$ cat config.mk
export PLATFORM = sky130hd
export DESIGN_NAME = fieldcmd_engine
export DESIGN_NICKNAME = d
export VERILOG_FILES = /design/src/rtl/fce_pkg.sv /design/src/rtl/fce_field_merge.sv /design/src/rtl/fce_spi_shifter.sv /design/src/rtl/fieldcmd_engine.sv
export SDC_FILE = /design/constraint.sdc
export NUM_CORES = 1
export LEC_CHECK = 0
export BUFFER_PORTS_ARGS = -buffer_cell sky130_fd_sc_hd__buf_2
export CAP_MARGIN = 20
export CORE_ASPECT_RATIO = 1.1
export CORE_UTILIZATION = 60
export CTS_CLUSTER_SIZE = 40
export DETAILED_ROUTE_END_ITERATION = 6
export PLACE_DENSITY_LB_ADDON = 0.05
export SYNTH_ARGS = -nofsm -noshare
export SYNTH_HDL_FRONTEND = slang
export SYNTH_HIERARCHICAL = 1
export SYNTH_SLANG_ARGS = --single-unit
$ cat constraint.sdc
create_clock -name clk -period 3.5 [get_ports clk]
set_clock_uncertainty 0.2 [all_clocks]
set_input_delay 0.175 -clock clk [delete_from_list [all_inputs] [get_ports clk]]
set_output_delay 0.175 -clock clk [all_outputs]
set_load 0.1 [all_outputs]
$ cat src/rtl/fce_pkg.sv
package fce_pkg;

  localparam int BYTE_W = 8;

  typedef struct packed {
    logic [BYTE_W-1:0] op;
    logic [BYTE_W-1:0] addr;
    logic [BYTE_W-1:0] mask;
    logic [BYTE_W-1:0] val;
  } fce_cmd_t;

  typedef enum logic [1:0] {
    SEQ_IDLE  = 2'd0,
    SEQ_READ  = 2'd1,
    SEQ_WRITE = 2'd2,
    SEQ_CONV  = 2'd3
  } fce_seq_e;

  typedef enum logic [1:0] {
    SH_IDLE = 2'd0,
    SH_RUN  = 2'd1,
    SH_GAP  = 2'd2
  } fce_sh_e;

endpackage

$ cat src/rtl/fce_field_merge.sv
module fce_field_merge
  import fce_pkg::*;
(
  input  logic [BYTE_W-1:0] old_byte,
  input  logic [BYTE_W-1:0] mask,
  input  logic [BYTE_W-1:0] value,
  output logic [BYTE_W-1:0] new_byte
);

  localparam int SH_W = $clog2(BYTE_W);

  logic [SH_W-1:0]   lsb_idx;
  logic [BYTE_W-1:0] aligned;

  // index of the lowest set mask bit; zero when the mask is empty
  always_comb begin
    lsb_idx = '0;
    for (int i = BYTE_W - 1; i >= 0; i--) begin
      if (mask[i]) lsb_idx = SH_W'(i);
    end
  end

  assign aligned  = value << lsb_idx;
  assign new_byte = (old_byte & ~mask) | (aligned & mask);

endmodule

$ cat src/rtl/fce_spi_shifter.sv
module fce_spi_shifter
  import fce_pkg::*;
#(
  parameter int CLK_DIV = 4,
  parameter int FRAME_W = 24,
  localparam int NB_W   = $clog2(FRAME_W + 1)
) (
  input  logic               clk,
  input  logic               rst_n,
  input  logic               start,
  input  logic [FRAME_W-1:0] tx_word,
  input  logic [NB_W-1:0]    nbits,
  output logic               done,
  output logic [FRAME_W-1:0] rx_word,
  output logic               sclk,
  output logic               cs_n,
  output logic               mosi,
  input  logic               miso
);

  localparam int DW = $clog2(CLK_DIV) + 1;

  fce_sh_e            st_q, st_d;
  logic [DW-1:0]      div_q, div_d;
  logic [NB_W-1:0]    bit_q, bit_d;
  logic [FRAME_W-1:0] tx_q, tx_d;
  logic [FRAME_W-1:0] rx_q, rx_d;
  logic               sclk_q, sclk_d;
  logic               cs_q, cs_d;
  logic               done_q, done_d;
  logic               tick;

  assign tick = (div_q == DW'(CLK_DIV - 1));

  always_comb begin
    st_d   = st_q;
    div_d  = div_q;
    bit_d  = bit_q;
    tx_d   = tx_q;
    rx_d   = rx_q;
    sclk_d = sclk_q;
    cs_d   = cs_q;
    done_d = 1'b0;
    unique case (st_q)
      SH_IDLE: begin
        if (start) begin
          st_d   = SH_RUN;
          tx_d   = tx_word;
          rx_d   = '0;
          bit_d  = nbits;
          div_d  = '0;
          sclk_d = 1'b0;
          cs_d   = 1'b0;
        end
      end
      SH_RUN: begin
        div_d = tick ? '0 : div_q + 1'b1;
        if (tick) begin
          if (!sclk_q) begin
            sclk_d = 1'b1;
            rx_d   = {rx_q[FRAME_W-2:0], miso};
          end else begin
            sclk_d = 1'b0;
            tx_d   = tx_q << 1;
            bit_d  = bit_q - 1'b1;
            if (bit_q == NB_W'(1)) begin
              cs_d = 1'b1;
              st_d = SH_GAP;
            end
          end
        end
      end
      SH_GAP: begin
        div_d = tick ? '0 : div_q + 1'b1;
        if (tick) begin
          st_d   = SH_IDLE;
          done_d = 1'b1;
        end
      end
      default: st_d = SH_IDLE;
    endcase
  end

  always_ff @(posedge clk or negedge rst_n) begin
    if (!rst_n) begin
      st_q   <= SH_IDLE;
      div_q  <= '0;
      bit_q  <= '0;
      tx_q   <= '0;
      rx_q   <= '0;
      sclk_q <= 1'b0;
      cs_q   <= 1'b1;
      done_q <= 1'b0;
    end else begin
      st_q   <= st_d;
      div_q  <= div_d;
      bit_q  <= bit_d;
      tx_q   <= tx_d;
      rx_q   <= rx_d;
      sclk_q <= sclk_d;
      cs_q   <= cs_d;
      done_q <= done_d;
    end
  end

  assign done    = done_q;
  assign rx_word = rx_q;
  assign sclk    = sclk_q;
  assign cs_n    = cs_q;
  assign mosi    = tx_q[FRAME_W-1];

endmodule

$ cat src/rtl/fieldcmd_engine.sv
module fieldcmd_engine
  import fce_pkg::*;
#(
  parameter int          CLK_DIV  = 4,
  parameter int          RES_W    = 16,
  parameter logic [7:0]  OPC_RMW  = 8'h22,
  parameter logic [7:0]  CONV_CMD = 8'hFF
) (
  input  logic             clk,
  input  logic             rst_n,
  input  logic             cmd_valid,
  input  logic [31:0]      cmd_word,
  output logic             busy,
  output logic             err,
  output logic [RES_W-1:0] result,
  output logic             spi_sclk,
  output logic             spi_cs_n,
  output logic             spi_mosi,
  input  logic             spi_miso
);

  localparam int FRAME_W = BYTE_W + RES_W;
  localparam int REG_W   = 2 * BYTE_W;
  localparam int NB_W    = $clog2(FRAME_W + 1);

  fce_seq_e           st_q, st_d;
  fce_cmd_t           cmd_q, cmd_d, cmd_in;
  logic               err_q, err_d;
  logic [RES_W-1:0]   res_q, res_d;
  logic               start_q, start_d;
  logic [FRAME_W-1:0] tx_q, tx_d;
  logic [NB_W-1:0]    nb_q, nb_d;
  logic               sh_done;
  logic [FRAME_W-1:0] sh_rx;
  logic [BYTE_W-1:0]  merged;

  assign cmd_in = cmd_word;

  fce_field_merge u_merge (
    .old_byte (sh_rx[BYTE_W-1:0]),
    .mask     (cmd_q.mask),
    .value    (cmd_q.val),
    .new_byte (merged)
  );

  fce_spi_shifter #(
    .CLK_DIV (CLK_DIV),
    .FRAME_W (FRAME_W)
  ) u_shift (
    .clk     (clk),
    .rst_n   (rst_n),
    .start   (start_q),
    .tx_word (tx_q),
    .nbits   (nb_q),
    .done    (sh_done),
    .rx_word (sh_rx),
    .sclk    (spi_sclk),
    .cs_n    (spi_cs_n),
    .mosi    (spi_mosi),
    .miso    (spi_miso)
  );

  always_comb begin
    st_d    = st_q;
    cmd_d   = cmd_q;
    err_d   = err_q;
    res_d   = res_q;
    start_d = 1'b0;
    tx_d    = tx_q;
    nb_d    = nb_q;
    if (cmd_valid && (st_q != SEQ_IDLE)) err_d = 1'b1;
    unique case (st_q)
      SEQ_IDLE: begin
        if (cmd_valid) begin
          if (cmd_in.op == OPC_RMW) begin
            cmd_d   = cmd_in;
            st_d    = SEQ_READ;
            start_d = 1'b1;
            tx_d    = {8'h80 | cmd_in.addr, {(FRAME_W-BYTE_W){1'b0}}};
            nb_d    = NB_W'(REG_W);
          end else begin
            err_d = 1'b1;
          end
        end
      end
      SEQ_READ: begin
        if (sh_done) begin
          st_d    = SEQ_WRITE;
          start_d = 1'b1;
          tx_d    = {1'b0, cmd_q.addr[BYTE_W-2:0], merged, {(FRAME_W-REG_W){1'b0}}};
          nb_d    = NB_W'(REG_W);
        end
      end
      SEQ_WRITE: begin
        if (sh_done) begin
          st_d    = SEQ_CONV;
          start_d = 1'b1;
          tx_d    = {CONV_CMD, {RES_W{1'b0}}};
          nb_d    = NB_W'(FRAME_W);
        end
      end
      SEQ_CONV: begin
        if (sh_done) begin
          res_d = sh_rx[RES_W-1:0];
          st_d  = SEQ_IDLE;
        end
      end
      default: st_d = SEQ_IDLE;
    endcase
  end

  always_ff @(posedge clk or negedge rst_n) begin
    if (!rst_n) begin
      st_q    <= SEQ_IDLE;
      cmd_q   <= '0;
      err_q   <= 1'b0;
      res_q   <= '0;
      start_q <= 1'b0;
      tx_q    <= '0;
      nb_q    <= '0;
    end else begin
      st_q    <= st_d;
      cmd_q   <= cmd_d;
      err_q   <= err_d;
      res_q   <= res_d;
      start_q <= start_d;
      tx_q    <= tx_d;
      nb_q    <= nb_d;
    end
  end

  assign busy   = (st_q != SEQ_IDLE);
  assign err    = err_q;
  assign result = res_q;

endmodule

==> impl_metrics.csv <==
group,metric,value,unit
outcome,status,"finished, final reports clean",
timing,period_minus_slack,2.90,ns
worst_setup_path,critPathArrivalTime,3.09,ns
worst_setup_path,path_common_cell,"dlygate4sd3_1",
finish,nets,633,
worst_setup_path,path_cells,"dlygate4sd3_1 > buf_2 > nor4b_4 > dlygate4sd3_1 > nand3_1 > dlygate4sd3_1 > a21oi_1 > mux2_2",
clock_network,cts_inserted_buffers,17,
place,dp_hpwl,7440,um
floorplan,placementRows,36,
yosys,syn_area,5700,um^2
drt,wl_met1,5400,um
timing,max_freq,345,MHz
drt,drtAntennaViolNets,0,
clock_network,postCtsSetupRepairBufs,0,
global_route,grt_pass1_wl,20200,um
finish,final_cells,713,
yosys,netlist_instances,501,
drt,wl_met2,6100,um
global_route,grt-ovfl-total,0,
worst_setup_path,crit_fanout,3,
floorplan,die_area,9900,um^2
worst_setup_path,critPathCaptureType,"register",
timing,slew_headroom,51.7,%
floorplan,dieHeight,104,um
worst_setup_path,critPathMaxStageDelay,0.62,ns
yosys,ys_warn_count,6,
global_route,grt_max_degree,115,
drt,dr.pass1.iters,5,
finish,syn2layout_area_growth,21.4,%
hold_path,worst_hold_path_type,"input pin to async pin",
pwr,peakVddDrop,335,uV
drt,highest_layer,"met4",
finish,drive_gt1_share,27.5,%
timing,worst_slack,0.605,ns
place,dpl-instance-area,6020,um^2
floorplan,io_pins,57,
drt,wire_per_inst,17.0,um
timing,setup_viol,0,
place,place_inst,651,
drt,drc,0,
worst_setup_path,crit_path_start_kind,"input pin",
clock_network,clk_pin_slew,0.05,ns
floorplan,die_width,95.0,um
floorplan,start_util,63.0,%
timing,rsz0062_at_grt,"false",
drt,vias_per_cell,5.85,
global_route,grtUsageTotal,26.6,%
global_route,grt_pass1_vias,4250,
timing,fin_crit_sh,82.7,%
clock_network,cts_tree,"yes",
timing,worstMarginPinSlew,0.724,ns
place,io_buffers,55,
pwr,p_per_area,458,nW/um^2
yosys,avgSynthCellArea,11.4,um^2
clock_network,cts_sinks,114,
place,dp_slack,0.810,ns
run,cap_violations,0,
drt,dr_total_vias,4173,
drt,drt_iter0_drc,258,
clock_network,clkLatencyLatePin,0.52,ns
worst_setup_path,crit_slowest_cell,"dlygate4sd3_1",
pwr,p_leak,3.33,nW
worst_setup_path,critPathTopFamily,"buffers and inverters",
timing,report.final.hold_viol_count,0,
global_route,antenna_found_initial,0,
timing,slew_violations,0,
finish,final_area,6930,um^2
clock_network,cts_max_level,4,
timing,fin_tns_setup,0,ns
drt,routed_wl,12100,um
finish,antennaDiodeCount,0,
floorplan,core_area,9050,um^2
worst_setup_path,critical_path_required,3.70,ns
finish,nFillCells,595,
place,gp_congestion,0.887,
worst_setup_path,path_buf_inv,4,
clock_network,root_buffer,"clkbuf_8",
drt,met3_length,440,um
clock_network,cts_buffer_depth,2,
worst_setup_path,path_class,"input pin to register",
-- cell type report --
class | instances | area (um^2) | share of cell area, %
Multi-Input combinational cell | 348 | 2640 | 38.1
Inverter | 16 | 60.1 | 0.867
Sequential cell | 114 | 2850 | 41.2
Clock inverter | 10 | 156 | 2.26
Clock buffer | 22 | 453 | 6.54
Tap cell | 114 | 143 | 2.06
Timing Repair Buffer | 89 | 621 | 8.96
-- sequential cells by signal, indices dropped and copies added (netlist names) --
name             flops
cmd_q               23
err                  1
nb_q                 2
result              16
st_q                 2
start_q              1
tx_q                16
u_shift/bit_q        5
u_shift/cs_n         1
u_shift/div_q        3
u_shift/done         1
u_shift/rx_word     16
u_shift/sclk         1
u_shift/st_q         2
u_shift/tx_q        24
-- stage by stage --
stage | power [mW] | util (%) | hold WS, ns
final | 3.17 | 76.5 | 0.0726
after global routing | 3.28 | 76.5 | 0.150
after CTS | 3.20 | 76.5 | 0.103
after detailed placement | 1.40 | 66.5 | 0.107
after global placement | 1.40 | 66.5 | 0.0987
after floorplan | 1.35 | - | -0.321
-- power by group --
part	internal (mW)	switching [mW]	total [mW]	leakage, nW
clock network	1.19	0.585	1.77	0.299
registers	1.32	0.0000000000000000137	1.32	1.53
logic	0.0398	0.0411	0.0809	1.50
total	2.55	0.626	3.17	3.33
-- final timing paths --
kind | startpoint | endpoint | slack, ns | cells after the start
worst max-delay path | cmd_word[31] | st_q[1] | 0.60 | 8
worst min-delay path | rst_n | result[11] | 0.07 | 3
worst max register to register | st_q[0] | tx_q[13] | 0.79 | 5
worst min register to register | result[13] | result[13] | 0.30 | 1
max in group asynchronous | rst_n | st_q[0] | 2.55 | 3
min in group clk | cmd_word[12] | cmd_q[12] | 0.21 | 3
-- metal layers --
layer,vias to the layer above,track usage [%]
met5,-,0
met4,0,9.63
met3,22,5.99
met2,101,43.2
met1,2065,34.5
li1,1985,-
-- worst reg2reg max path: cells and delay by family (launching register included) --
kind,cells,cell delay (ns)
AND/OR/NAND/NOR,1,0.22
adder cells (fa/ha/maj),1,0.77
buffers and inverters,1,0.11
multiplexers,1,0.40
AO/OA/AOI/OAI,1,0.50
flip-flops,1,0.39
-- what timing repair did --
| item | CTS | global route |
|---|---|---|
| hold buffers | 30 | 0 |
| hold endpoints to repair | 148 | 0 |
| gates resized for setup | 0 | 0 |
-- layout by cell type, fill, tap and decap left out, drive strengths merged, types with 3 or more instances in the layout --
master and count:
a21oi 49, a221o 3, a22o 17, a31oi 5
a41oi 4, and3 10, buf 59, bufinv 4
clkbuf 22, clkinv 5, conb 11, dfrtp 113
dlygate4sd3 30, ha 11, inv 16, mux2 58
mux2i 30, nand2 15, nand2b 7, nand3 7
nor2 49, nor2b 3, nor3 6, o211ai 4
o21ai 14, o22a 3, o22ai 4, or2 5
No activity file was read; power rests on OpenSTA's default activity.
